[config.mk]
export PLATFORM = sky130hd
export DESIGN_NAME = synth_cfg_slave
export DESIGN_NICKNAME = d
export VERILOG_FILES = /design/src/rtl/synth_cfg_pkg.sv /design/src/rtl/sc_line_sync.sv /design/src/rtl/sc_bus_engine.sv /design/src/rtl/sc_cfg_store.sv /design/src/rtl/synth_cfg_slave.sv
export SDC_FILE = /design/constraint.sdc
export NUM_CORES = 1
export LEC_CHECK = 0
export CORE_UTILIZATION = 52
export CTS_BUF_LIST = sky130_fd_sc_hd__clkbuf_16
export DETAILED_ROUTE_END_ITERATION = 8
export PLACE_DENSITY = 0.81
export SLEW_MARGIN = 20
export SYNTH_ARGS = -nofsm -noshare
export SYNTH_HDL_FRONTEND = slang
export SYNTH_HIERARCHICAL = 1
export SYNTH_SLANG_ARGS = --single-unit
export TNS_END_PERCENT = 100
[constraint.sdc]
create_clock -name clk -period 3 [get_ports clk]
set_clock_uncertainty 0.2 [all_clocks]
set_input_delay 0.3 -clock clk [delete_from_list [all_inputs] [get_ports clk]]
set_output_delay 0.3 -clock clk [all_outputs]
set_load 0.02 [all_outputs]
[src/rtl/synth_cfg_pkg.sv]
`timescale 1ns/1ps
package synth_cfg_pkg;

   // Divider setting as held in the latch and in the staging pair
   typedef struct packed {
      logic [9:0] m;
      logic [2:0] na;
      logic       nb;
      logic       p;
   } div_cfg_t;

   typedef enum logic [2:0] {
      ST_IDLE,
      ST_RX,
      ST_RX_ACK,
      ST_TX,
      ST_TX_ACK
   } bus_state_t;

   localparam logic [3:0] OP_INC  = 4'b0001;
   localparam logic [3:0] OP_DEC  = 4'b0010;
   localparam logic [3:0] OP_LOAD = 4'b0100;
   localparam logic [3:0] OP_GET  = 4'b1000;

endpackage

[src/rtl/sc_line_sync.sv]
`timescale 1ns/1ps
module sc_line_sync #(
   parameter int STAGES = 2,
   parameter bit FILTER = 1'b1
) (
   input  logic clk,
   input  logic rst_n,
   input  logic scl_i,
   input  logic sda_i,
   output logic scl_s,
   output logic sda_s,
   output logic scl_rise,
   output logic scl_fall,
   output logic start_det,
   output logic stop_det
);

   logic [STAGES-1:0] scl_q;
   logic [STAGES-1:0] sda_q;
   logic              scl_d;
   logic              sda_d;

   always_ff @(posedge clk or negedge rst_n) begin
      if (!rst_n) begin
         scl_q <= '1;
         sda_q <= '1;
      end else begin
         scl_q <= {scl_q[STAGES-2:0], scl_i};
         sda_q <= {sda_q[STAGES-2:0], sda_i};
      end
   end

   generate
      if (FILTER) begin : g_filt
         logic [2:0] scl_h;
         logic [2:0] sda_h;
         always_ff @(posedge clk or negedge rst_n) begin
            if (!rst_n) begin
               scl_h <= '1;
               sda_h <= '1;
            end else begin
               scl_h <= {scl_h[1:0], scl_q[STAGES-1]};
               sda_h <= {sda_h[1:0], sda_q[STAGES-1]};
            end
         end
         assign scl_s = (scl_h[0] & scl_h[1]) | (scl_h[0] & scl_h[2]) | (scl_h[1] & scl_h[2]);
         assign sda_s = (sda_h[0] & sda_h[1]) | (sda_h[0] & sda_h[2]) | (sda_h[1] & sda_h[2]);
      end else begin : g_direct
         assign scl_s = scl_q[STAGES-1];
         assign sda_s = sda_q[STAGES-1];
      end
   endgenerate

   always_ff @(posedge clk or negedge rst_n) begin
      if (!rst_n) begin
         scl_d <= 1'b1;
         sda_d <= 1'b1;
      end else begin
         scl_d <= scl_s;
         sda_d <= sda_s;
      end
   end

   assign scl_rise  = scl_s & ~scl_d;
   assign scl_fall  = ~scl_s & scl_d;
   assign start_det = scl_s & scl_d & sda_d & ~sda_s;
   assign stop_det  = scl_s & scl_d & ~sda_d & sda_s;

endmodule

[src/rtl/sc_bus_engine.sv]
`timescale 1ns/1ps
module sc_bus_engine
   import synth_cfg_pkg::*;
#(
   parameter logic [4:0] DEV_HI = 5'b10110
) (
   input  logic       clk,
   input  logic       rst_n,
   input  logic       sda_s,
   input  logic       scl_rise,
   input  logic       scl_fall,
   input  logic       start_det,
   input  logic       stop_det,
   input  logic [1:0] adr,
   input  logic [7:0] rd_b0,
   input  logic [7:0] rd_b1,
   input  logic [7:0] rd_b2,
   output logic       sda_oe,
   output logic       wr_en,
   output logic [7:0] wr_addr,
   output logic [7:0] wr_data
);

   localparam int CNT_W = 4;
   localparam logic [CNT_W-1:0] BYTE_BITS = CNT_W'(8);

   bus_state_t       st;
   logic [7:0]       sh;
   logic [7:0]       tx;
   logic [7:0]       ptr;
   logic [CNT_W-1:0] cnt;
   logic             first;
   logic             pair_hi;
   logic             rw;
   logic             nack;
   logic [1:0]       idx;
   logic [1:0]       idx_nxt;

   function automatic logic [7:0] pick(input logic [1:0] i);
      case (i)
         2'd0:    pick = rd_b0;
         2'd1:    pick = rd_b1;
         default: pick = rd_b2;
      endcase
   endfunction

   assign idx_nxt = (idx == 2'd2) ? 2'd0 : idx + 2'd1;

   always_ff @(posedge clk or negedge rst_n) begin
      if (!rst_n) begin
         st      <= ST_IDLE;
         sh      <= '0;
         tx      <= '0;
         ptr     <= '0;
         cnt     <= '0;
         first   <= 1'b0;
         pair_hi <= 1'b0;
         rw      <= 1'b0;
         nack    <= 1'b0;
         idx     <= '0;
         sda_oe  <= 1'b0;
         wr_en   <= 1'b0;
         wr_addr <= '0;
         wr_data <= '0;
      end else begin
         wr_en <= 1'b0;
         if (start_det) begin
            st      <= ST_RX;
            cnt     <= '0;
            first   <= 1'b1;
            pair_hi <= 1'b0;
            sda_oe  <= 1'b0;
         end else if (stop_det) begin
            st     <= ST_IDLE;
            sda_oe <= 1'b0;
         end else begin
            case (st)
               ST_RX: begin
                  if (scl_rise && cnt < BYTE_BITS) begin
                     sh  <= {sh[6:0], sda_s};
                     cnt <= cnt + 1'b1;
                  end
                  if (scl_fall && cnt == BYTE_BITS) begin
                     cnt <= '0;
                     if (first) begin
                        if (sh[7:1] == {DEV_HI, adr}) begin
                           sda_oe <= 1'b1;
                           rw     <= sh[0];
                           st     <= ST_RX_ACK;
                        end else begin
                           st <= ST_IDLE;
                        end
                     end else begin
                        sda_oe  <= 1'b1;
                        st      <= ST_RX_ACK;
                        pair_hi <= ~pair_hi;
                        if (!pair_hi) begin
                           ptr <= sh;
                        end else begin
                           wr_en   <= 1'b1;
                           wr_addr <= ptr;
                           wr_data <= sh;
                        end
                     end
                  end
               end
               ST_RX_ACK: begin
                  if (scl_fall) begin
                     first <= 1'b0;
                     if (first && rw) begin
                        st     <= ST_TX;
                        idx    <= 2'd0;
                        tx     <= pick(2'd0);
                        sda_oe <= ~pick(2'd0)[7];
                        cnt    <= '0;
                     end else begin
                        sda_oe <= 1'b0;
                        st     <= ST_RX;
                     end
                  end
               end
               ST_TX: begin
                  if (scl_fall) begin
                     if (cnt == BYTE_BITS - 1'b1) begin
                        sda_oe <= 1'b0;
                        cnt    <= '0;
                        st     <= ST_TX_ACK;
                     end else begin
                        cnt    <= cnt + 1'b1;
                        tx     <= {tx[6:0], 1'b0};
                        sda_oe <= ~tx[6];
                     end
                  end
               end
               ST_TX_ACK: begin
                  if (scl_rise) begin
                     nack <= sda_s;
                  end
                  if (scl_fall) begin
                     if (nack) begin
                        st <= ST_IDLE;
                     end else begin
                        idx    <= idx_nxt;
                        tx     <= pick(idx_nxt);
                        sda_oe <= ~pick(idx_nxt)[7];
                        st     <= ST_TX;
                     end
                  end
               end
               default: ;
            endcase
         end
      end
   end

endmodule

[src/rtl/sc_cfg_store.sv]
`timescale 1ns/1ps
module sc_cfg_store
   import synth_cfg_pkg::*;
#(
   parameter div_cfg_t   DEF_CFG  = '{m: 10'd500, na: 3'b010, nb: 1'b0, p: 1'b1},
   parameter logic [7:0] ADDR_LO  = 8'h00,
   parameter logic [7:0] ADDR_HI  = 8'h01,
   parameter logic [7:0] ADDR_CMD = 8'hF0
) (
   input  logic       clk,
   input  logic       rst_n,
   input  logic       ser_mode,
   input  logic       wr_en,
   input  logic [7:0] wr_addr,
   input  logic [7:0] wr_data,
   input  div_cfg_t   pins,
   output div_cfg_t   latch,
   output div_cfg_t   stage
);

   logic boot;

   always_ff @(posedge clk or negedge rst_n) begin
      if (!rst_n) begin
         latch <= DEF_CFG;
         stage <= DEF_CFG;
         boot  <= 1'b1;
      end else begin
         boot <= 1'b0;
         if (boot || !ser_mode) begin
            latch <= pins;
         end
         if (!ser_mode) begin
            stage <= pins;
         end else if (!boot && wr_en) begin
            if (wr_addr == ADDR_LO) begin
               stage.m[7:0] <= wr_data;
            end else if (wr_addr == ADDR_HI) begin
               stage.m[9:8] <= wr_data[7:6];
               stage.na     <= wr_data[5:3];
               stage.nb     <= wr_data[2];
               stage.p      <= wr_data[1];
            end else if (wr_addr == ADDR_CMD) begin
               case (wr_data[3:0])
                  OP_INC:  latch.m <= latch.m + 10'd1;
                  OP_DEC:  latch.m <= latch.m - 10'd1;
                  OP_LOAD: latch   <= stage;
                  OP_GET:  stage   <= latch;
                  default: ;
               endcase
            end
         end
      end
   end

endmodule

[src/rtl/synth_cfg_slave.sv]
`timescale 1ns/1ps
module synth_cfg_slave
   import synth_cfg_pkg::*;
#(
   parameter int         SYNC_STAGES = 2,
   parameter bit         LINE_FILTER = 1'b1,
   parameter logic [4:0] DEV_HI      = 5'b10110,
   parameter logic [7:0] ID_BYTE     = 8'h54,
   parameter int         DEF_M       = 500,
   parameter int         DEF_NA      = 2,
   parameter int         DEF_NB      = 0,
   parameter int         DEF_P       = 1
) (
   input  logic       clk,
   input  logic       mr_n,
   input  logic       scl_i,
   input  logic       sda_i,
   output logic       sda_oe,
   input  logic [1:0] adr,
   input  logic       ser_mode,
   input  logic       lock_i,
   input  logic [9:0] pin_m,
   input  logic [2:0] pin_na,
   input  logic       pin_nb,
   input  logic       pin_p,
   output logic [9:0] div_m,
   output logic [2:0] div_na,
   output logic       div_nb,
   output logic       div_p
);

   localparam div_cfg_t DEF_CFG = '{m: 10'(DEF_M), na: 3'(DEF_NA), nb: 1'(DEF_NB), p: 1'(DEF_P)};

   if (SYNC_STAGES < 2) begin : g_bad_sync
      $error("SYNC_STAGES must be at least 2");
   end
   if (DEF_M < 0 || DEF_M > 1023) begin : g_bad_m
      $error("DEF_M must fit in 10 bits");
   end
   if (DEF_NA < 0 || DEF_NA > 7) begin : g_bad_na
      $error("DEF_NA must fit in 3 bits");
   end
   if (DEF_NB < 0 || DEF_NB > 1 || DEF_P < 0 || DEF_P > 1) begin : g_bad_bit
      $error("DEF_NB and DEF_P are single bits");
   end

   logic       scl_s;
   logic       sda_s;
   logic       scl_rise;
   logic       scl_fall;
   logic       start_det;
   logic       stop_det;
   logic       wr_en;
   logic [7:0] wr_addr;
   logic [7:0] wr_data;
   div_cfg_t   pins;
   div_cfg_t   latch;
   div_cfg_t   stage;
   logic [7:0] rd_b0;
   logic [7:0] rd_b1;

   sc_line_sync #(
      .STAGES (SYNC_STAGES),
      .FILTER (LINE_FILTER)
   ) u_sync (
      .clk       (clk),
      .rst_n     (mr_n),
      .scl_i     (scl_i),
      .sda_i     (sda_i),
      .scl_s     (scl_s),
      .sda_s     (sda_s),
      .scl_rise  (scl_rise),
      .scl_fall  (scl_fall),
      .start_det (start_det),
      .stop_det  (stop_det)
   );

   assign rd_b0 = stage.m[7:0];
   assign rd_b1 = {stage.m[9:8], stage.na, stage.nb, stage.p, lock_i};

   sc_bus_engine #(
      .DEV_HI (DEV_HI)
   ) u_eng (
      .clk       (clk),
      .rst_n     (mr_n),
      .sda_s     (sda_s),
      .scl_rise  (scl_rise),
      .scl_fall  (scl_fall),
      .start_det (start_det),
      .stop_det  (stop_det),
      .adr       (adr),
      .rd_b0     (rd_b0),
      .rd_b1     (rd_b1),
      .rd_b2     (ID_BYTE),
      .sda_oe    (sda_oe),
      .wr_en     (wr_en),
      .wr_addr   (wr_addr),
      .wr_data   (wr_data)
   );

   assign pins = '{m: pin_m, na: pin_na, nb: pin_nb, p: pin_p};

   sc_cfg_store #(
      .DEF_CFG (DEF_CFG)
   ) u_store (
      .clk      (clk),
      .rst_n    (mr_n),
      .ser_mode (ser_mode),
      .wr_en    (wr_en),
      .wr_addr  (wr_addr),
      .wr_data  (wr_data),
      .pins     (pins),
      .latch    (latch),
      .stage    (stage)
   );

   assign div_m  = latch.m;
   assign div_na = latch.na;
   assign div_nb = latch.nb;
   assign div_p  = latch.p;

endmodule

==> flow_summary.yaml, run 1 <==
yosys:
  yosys_register_bits: 97
  synth_top_area_share_pct: 31.8
  synth-main-ff-cell: "dfrtp_1"
  synth.most_common_cell: "dfrtp_1"
  avgSynthCellArea_um2: 11.1
  ys_seq_area_share_pct: 46.0
  netlist_instances: 482
  synth_cell_types: 72
  synth_edf_count: 0
  netlist_area_mm2: 0.00536
  synth.area.top_cells: "dfrtp_1, dfstp_2, mux2_2"
  yosys_warnings: 6
  yosysTopAreaCell: "dfrtp_1"
  synthArstFlopShare_pct: 100
  synth_common_cells: "dfrtp_1, mux2_2, mux2i_1"
clock_network:
  clockBufferDepth: 2
  insertion_delay_ns: 0.34
  cts_tree: "built"
  root_buffer: "clkbuf_16"
  clock_sinks: 97
  clk_pin_slew_ns: 0.06
  cts.htree.levels: 3
  cts_resized: 0
  numCtsBuffers: 9
layout:
  antennaDiodeCount: 0
  regArea_mm2: 0.00246
  syn2layout_area_growth_pct: 16.7
  layout-drive-gt1-share_pct: 25.3
  multi_input_area_mm2: 0.00275
  nFillCells: 763
  final_nets: 556
  stdcell_count: 666
sta:
  min_period_over_period_pct: 91.5
  rsz0062_at_grt: "no"
  finalSetupViolations: 0
  hold_viol_final: 0
  finalWorstSetupSlack_ns: 0.255
  slew_headroom_pct: 49.5
  period_needed_ns: 2.74
  fin_tns_setup_ns: 0
  max_freq_ghz: 0.364
  tightest_slew_ns: 0.758
  finalMaxSlewViolations: 0
global_route:
  grt-ovfl-total: 0
  grt_pass1_wl_um: 20100
  antenna_found_initial: 0
  grt_usage_pct: 24.9
  grt_pass1_vias: 3907
  grt_max_degree: 86
pwr:
  ir_drop_mv: 0.335
  powerDensity_mw_per_mm2: 534
  p_leak_uw: 0.00280
  p_seq_share_pct: 49.1
  clockPowerShare_pct: 35.5
  p_sw_share_pct: 27.5
  combPwrFrac_pct: 15.4
  p_int_uw: 2420
  power.net_switching_uw: 919
drt:
  drt_iter0_markers: 266
  routed-via-count: 4048
  post_drt_wl_per_cell_um: 18.9
  routed_wl_um: 12600
  vias_per_cell: 6.08
  drc: 0
  drtPass1Iterations: 5
  drt.antenna.violating_nets: 0
placement:
  post-dp-hpwl_um: 8970
  pre_cts_ws_ns: 0.291
  place_inst: 649
  gp_congestion: 0.882
  io_buffers: 38
worst_hold_path:
  hp-class: "register to register"
worst_setup_path:
  critPathKind: "register to register"
  crit_path_max_fanout: 5
  critPathLaunchType: "register"
  crit_top_cell: "xnor2_1"
  worstPathArrival_ns: 2.81
  required_ns: 3.06
  r2r_setup_slack_ns: 0.26
  critPathCaptureType: "register"
  path_buf_inv: 0
  slowest_stage: "or4b_1"
  slowest_delay_ns: 0.59
  crit_chain: "or4b_1 -> xnor2_1 -> ha_1 -> o311a_1 -> a311oi_1 -> xnor2_1 -> a221o_1"
  critPathTopFamily: "compound AO/OA/AOI/OAI gates"
status:
  outcome: "completed"
die:
  core_area_mm2: 0.00986
  die_y_um: 103
  die_width_um: 103
  rows: 36
  start_util_pct: 54.3
  ios: 39
  dieArea_mm2: 0.0107
flow_run:
  drv_cap: 0
[final cells by class]
cell class / count / share of cell area (%)
Inverter: 9 / 0.541
Clock buffer: 10 / 4.00
Tap cell: 133 / 2.66
Timing Repair Buffer: 56 / 8.31
Multi-Input combinational cell: 355 / 44.0
Clock inverter: 6 / 1.06
Sequential cell: 97 / 39.4
[repair_timing]
action                                  in CTS  in global routing
endpoints found under the setup margin       0                  0
hold buffers                                 0                  1
setup buffers                                0                  0
hold endpoints to repair                     0                 68
[metal layers]
metal	GRT usage, %	wire length, um	up-vias
met5	0	0	-
met4	10.6	246	0
met3	3.16	644	15
met2	39.8	6100	122
met1	34.4	5620	2023
li1	-	-	1888
[worst reg2reg max path: stages, from the launching register on]
cell      delay [ns]
dfrtp_1         0.37
or4b_1          0.59
xnor2_1         0.16
ha_1            0.25
o311a_1         0.37
a311oi_1        0.30
xnor2_1         0.11
a221o_1         0.32
[through the flow]
stage	total power, uW	cell area, um^2	util, %	hold slack (ns)
after CTS	3350	6240	63.2	0.000233
after floorplan	1940	5380	-	-0.196
after global placement	2130	5920	60.0	0.148
after global routing	3480	6250	63.4	0.162
final	3340	6250	63.4	0.157
after detailed placement	2160	5920	60.0	0.147
[state kept, by name (all words and copies together), names as in the netlist, 4 cells and up]
signal	flops
u_store/stage	15
u_eng/cnt	4
u_store/latch	15
u_eng/ptr	8
u_eng/wr_addr	8
u_eng/wr_data	8
u_eng/tx	7
u_eng/sh	8
[cells by family (layout without fill, tap and decap cells)]
logic type | Yosys count | after routing | share of synthesized area [%]
and+or+nand+nor | 143 | 143 | 15.5
xor gates and xnor gates | 11 | 11 | 1.80
muxes | 99 | 99 | 19.9
AOI/OAI and AO/OA | 86 | 86 | 11.9
buffers and inverters | 36 | 81 | 3.06
DFF | 97 | 97 | 46.0
other | 3 | 9 | 0.210
adders and majority gates | 7 | 7 | 1.59
[worst paths after layout]
| kind | from | endpoint | cells after the start |
|---|---|---|---|
| max reg2reg | u_eng/wr_data[3]$_DFFE_PN0P_ | u_store/latch[13]$_DFF_PN1_ | 7 |
| max in group asynchronous | mr_n | u_store/stage[3]$_DFFE_PN1P_ | 3 |
| min reg2reg | u_sync/sda_q[1]$_DFF_PN1_ | u_sync/g_filt.sda_h[0]$_DFF_PN1_ | 0 |
| min in group asynchronous | mr_n | u_store/latch[14]$_DFF_PN0_ | 2 |
| max | u_eng/wr_data[3]$_DFFE_PN0P_ | u_store/latch[13]$_DFF_PN1_ | 7 |
| min | u_sync/sda_q[1]$_DFF_PN1_ | u_sync/g_filt.sda_h[0]$_DFF_PN1_ | 0 |
[layout by cell type (no fill, tap or decap), drive strengths merged, types with 4 or more instances in the layout]
cell / n
buf: 18
xnor2: 8
a221o: 13
inv: 10
ha: 5
nand3: 11
dfstp: 29
o21ai: 13
mux2: 59
mux2i: 40
nor4: 4
or4b: 4
nand2: 14
a211oi: 4
nor3b: 6
clkdlybuf4s50: 37
o22ai: 5
nor3: 12
nand3b: 6
o211ai: 4
nor2: 39
conb: 9
a21oi: 22
or3: 9
dfrtp: 68
nand4: 6
and3b: 4
clkbuf: 10
nand2b: 6
nor2b: 4
[power by group through the flow]
stage          sequential (uW)  clock (uW)  combinational (uW)
2_1_floorplan             1590           0                 350
5_1_grt                   1660        1260                 562
3_5_place_dp              1660           0                 505
4_1_cts                   1640        1210                 510
6_report                  1640        1180                 514
3_3_place_gp              1650           0                 487
Note: power is estimated with default switching activity, not from simulation.
==> inputs of run 2 (changes only) <==
Settings changed: SKIP_LAST_GASP from default to 1.
==> results of run 2 <==
Same layout as run 1: the final DEF is identical, and so are final timing and power.
==> inputs of run 3 (changes only) <==
Settings changed: CORE_UTILIZATION 52 to 40, PLACE_DENSITY 0.81 to 0.66, SYNTH_HIERARCHICAL 1 to default.
==> run 3 against run 2 <==
Effect of this change:
- final area fell by 0.76%
- sequential cell count did not move
- routed wire length fell by 3.0%
- non-clock buffer count fell by 1
- sequential share of layout area rose by 0.30 points
- worst hold slack got worse by 0.0088 ns
==> flow_summary.yaml, run 3 <==
status:
  outcome: "completed"
clock_network:
  cts_tree: "built"
  insertion_delay_ns: 0.35
  clock_sinks: 97
  clockBufferDepth: 2
  clk_pin_slew_ns: 0.07
  cts.htree.levels: 3
  root_buffer: "clkbuf_16"
  numCtsBuffers: 9
yosys:
  synth-main-ff-cell: "dfrtp_1"
  synthArstFlopShare_pct: 100
  synth_edf_count: 0
  avgSynthCellArea_um2: 10.5
  yosys_register_bits: 97
  synth_cell_types: 64
  synth_common_cells: "dfrtp_1, mux2_2, nand2_1"
  yosysTopAreaCell: "dfrtp_1"
  ys_seq_area_share_pct: 46.7
  netlist_area_mm2: 0.00528
  yosys_warnings: 0
  netlist_instances: 503
  synth.most_common_cell: "dfrtp_1"
  synth_top_area_share_pct: 32.3
  synth.area.top_cells: "dfrtp_1, dfstp_2, mux2_2"
  synth_nets: 537
layout:
  finish.utilization_pct: 48.8
  antennaDiodeCount: 0
  layout_common_cells: "dfrtp_1, mux2_2, nand2_1"
  final_common_cell: "dfrtp_1"
  final_nets: 580
  reg_top3: "u_store.latch x15, u_store.stage x15"
  layout-drive-gt1-share_pct: 22.5
  syn2layout_area_growth_pct: 17.5
worst_setup_path:
  required_ns: 3.06
  crit_path_max_fanout: 10
  slowest_stage: "dfrtp_1"
  endpoint: "u_store.latch[11]$_DFF_PN1_"
  reg2reg_to: "u_store.latch[11]$_DFF_PN1_"
  cp.depth: 9
  worstPathArrival_ns: 2.78
  slowest_delay_ns: 0.40
  r2r_cells: 9
  timing.rr.start: "u_eng.wr_data[3]$_DFFE_PN0P_"
  critical_path.startpoint: "u_eng.wr_data[3]$_DFFE_PN0P_"
  crit_chain: "nor4b_2 -> buf_4 -> ha_1 -> nor2b_1 -> o31a_1 -> o21a_1 -> or3_1 -> a32oi_1 -> o21ai_0"
  critPathCaptureType: "register"
  r2r_setup_slack_ns: 0.28
  critPathKind: "register to register"
  critPathTopFamily: "simple AND/OR/NAND/NOR gates"
  critPathLaunchType: "register"
  path_buf_inv: 1
pwr:
  total_power_uw: 3450
  ir_drop_mv: 0.274
  powerDensity_mw_per_mm2: 556
  p_leak_uw: 0.00284
drt:
  drt.antenna.violating_nets: 0
  routed_wl_um: 12200
  drtPass1Iterations: 5
  drt_iter0_markers: 263
  routed-via-count: 4028
  post_drt_wl_per_cell_um: 16.9
  drc: 0
  vias_per_cell: 5.57
sta:
  tightest_slew_ns: 1.07
  rsz0062_at_grt: "no"
  slew_headroom_pct: 28.1
  period_needed_ns: 2.72
  max_freq_ghz: 0.367
  hold_viol_final: 0
  finalMaxSlewViolations: 0
  finalSetupViolations: 0
  min_period_over_period_pct: 90.8
  fin_tns_setup_ns: 0
global_route:
  grt_pass1_vias: 4013
  grt-ovfl-total: 0
  antenna_found_initial: 0
  grt_max_degree: 82
  grt_usage_pct: 19.3
  grt_pass1_wl_um: 20100
die:
  dieArea_mm2: 0.0137
  die_y_um: 117
  die_width_um: 117
  rows: 41
  ios: 39
  start_util_pct: 41.5
  core_area_mm2: 0.0127
placement:
  gp_congestion: 0.829
  io_buffers: 38
  post-dp-hpwl_um: 8840
flow_run:
  drv_cap: 0
worst_hold_path:
  hp-class: "register to register"
  hold_depth: 0
[run 3: cell count changes after synthesis, moves of 5 or more]
cell / change
ha_1: +5
a22oi_1: +10
mux2_2: -5
or3_1: -5
inv_1: +6
nand2_1: +33
o21ai_1: +6
a221o_1: -12
mux2i_1: -15
o21a_1: +9
nand3b_1: -5
o21ai_0: +26
clkbuf_1: -5
[run 3: logic make-up (layout without fill, tap and decap cells)]
| family | Yosys count | in the layout | synth area share (%) |
|---|---|---|---|
| muxes | 79 | 79 | 16.3 |
| DFF | 97 | 97 | 46.7 |
| adders and majority gates | 13 | 13 | 3.13 |
| xor gates and xnor gates | 10 | 10 | 1.66 |
| AOI/OAI and AO/OA | 122 | 122 | 14.8 |
| and+or+nand+nor | 144 | 144 | 14.2 |
| other | 1 | 1 | 0.0711 |
| buffers and inverters | 37 | 85 | 3.27 |
[run 3: metrics by stage]
step                      setup slack [ns]  hold slack (ns)  instance area, um^2  instances
after floorplan                     0.0126           -0.196                 5280        503
after global placement               0.301            0.146                 5880        706
after detailed placement             0.203            0.148                 5880        706
after CTS                            0.193            0.149                 6190        723
after global routing                0.0990            0.151                 6200        723
final                                0.277            0.148                 6200        723
[run 3: worst min path at each step]
stage               slack (ns)                      start                          endpoint
floorplan                -0.20                       mr_n          u_eng.cnt[0]$_DFFE_PN0P_
global placement          0.15  u_sync.scl_q[1]$_DFF_PN1_  u_sync.g_filt.scl_h[0]$_DFF_PN1_
detailed placement        0.15  u_sync.scl_q[0]$_DFF_PN1_         u_sync.scl_q[1]$_DFF_PN1_
CTS                       0.15  u_sync.sda_q[0]$_DFF_PN1_         u_sync.sda_q[1]$_DFF_PN1_
global route              0.15                      sda_i         u_sync.sda_q[0]$_DFF_PN1_
finish                    0.15  u_sync.sda_q[0]$_DFF_PN1_         u_sync.sda_q[1]$_DFF_PN1_
[run 3: timing repair]
| item | CTS | global route |
|---|---|---|
| endpoints found under the setup margin | 0 | 1 |
| hold buffers | 1 | 0 |
| gates resized for setup | 0 | 1 |
| setup buffers | 0 | 0 |
| endpoints found under the hold margin | 68 | 0 |
[run 3: layout make-up]
class	instances	area [um^2]
Clock buffer	9	225
Tap cell	172	215
Clock inverter	7	80.1
Sequential cell	97	2460
Fill cell	1201	6520
Timing Repair Buffer	55	512
Inverter	14	52.6
Multi-Input combinational cell	369	2650
[run 3: layer usage]
metal	global-route usage, %	routed length, um	up-vias
met4	8.19	307	0
met3	3.66	491	21
li1	-	-	1928
met1	25.0	5640	1987
met5	0	0	-
met2	31.8	5800	92
[run 3: report_power, final]
part	switching, uW	internal, uW	leakage [uW]
Combinational	292	294	0.00149
Sequential	182	1490	0.00120
Clock	474	717	0.000157
[run 3: worst reg2reg max path: cells and delay by family, from the launching register on]
family	cells	cell delay [ns]
AND/OR/NAND/NOR	3	0.76
AO/OA/AOI/OAI	4	0.75
flip-flops	1	0.40
adder cells (fa/ha/maj)	1	0.29
buffers and inverters	1	0.23
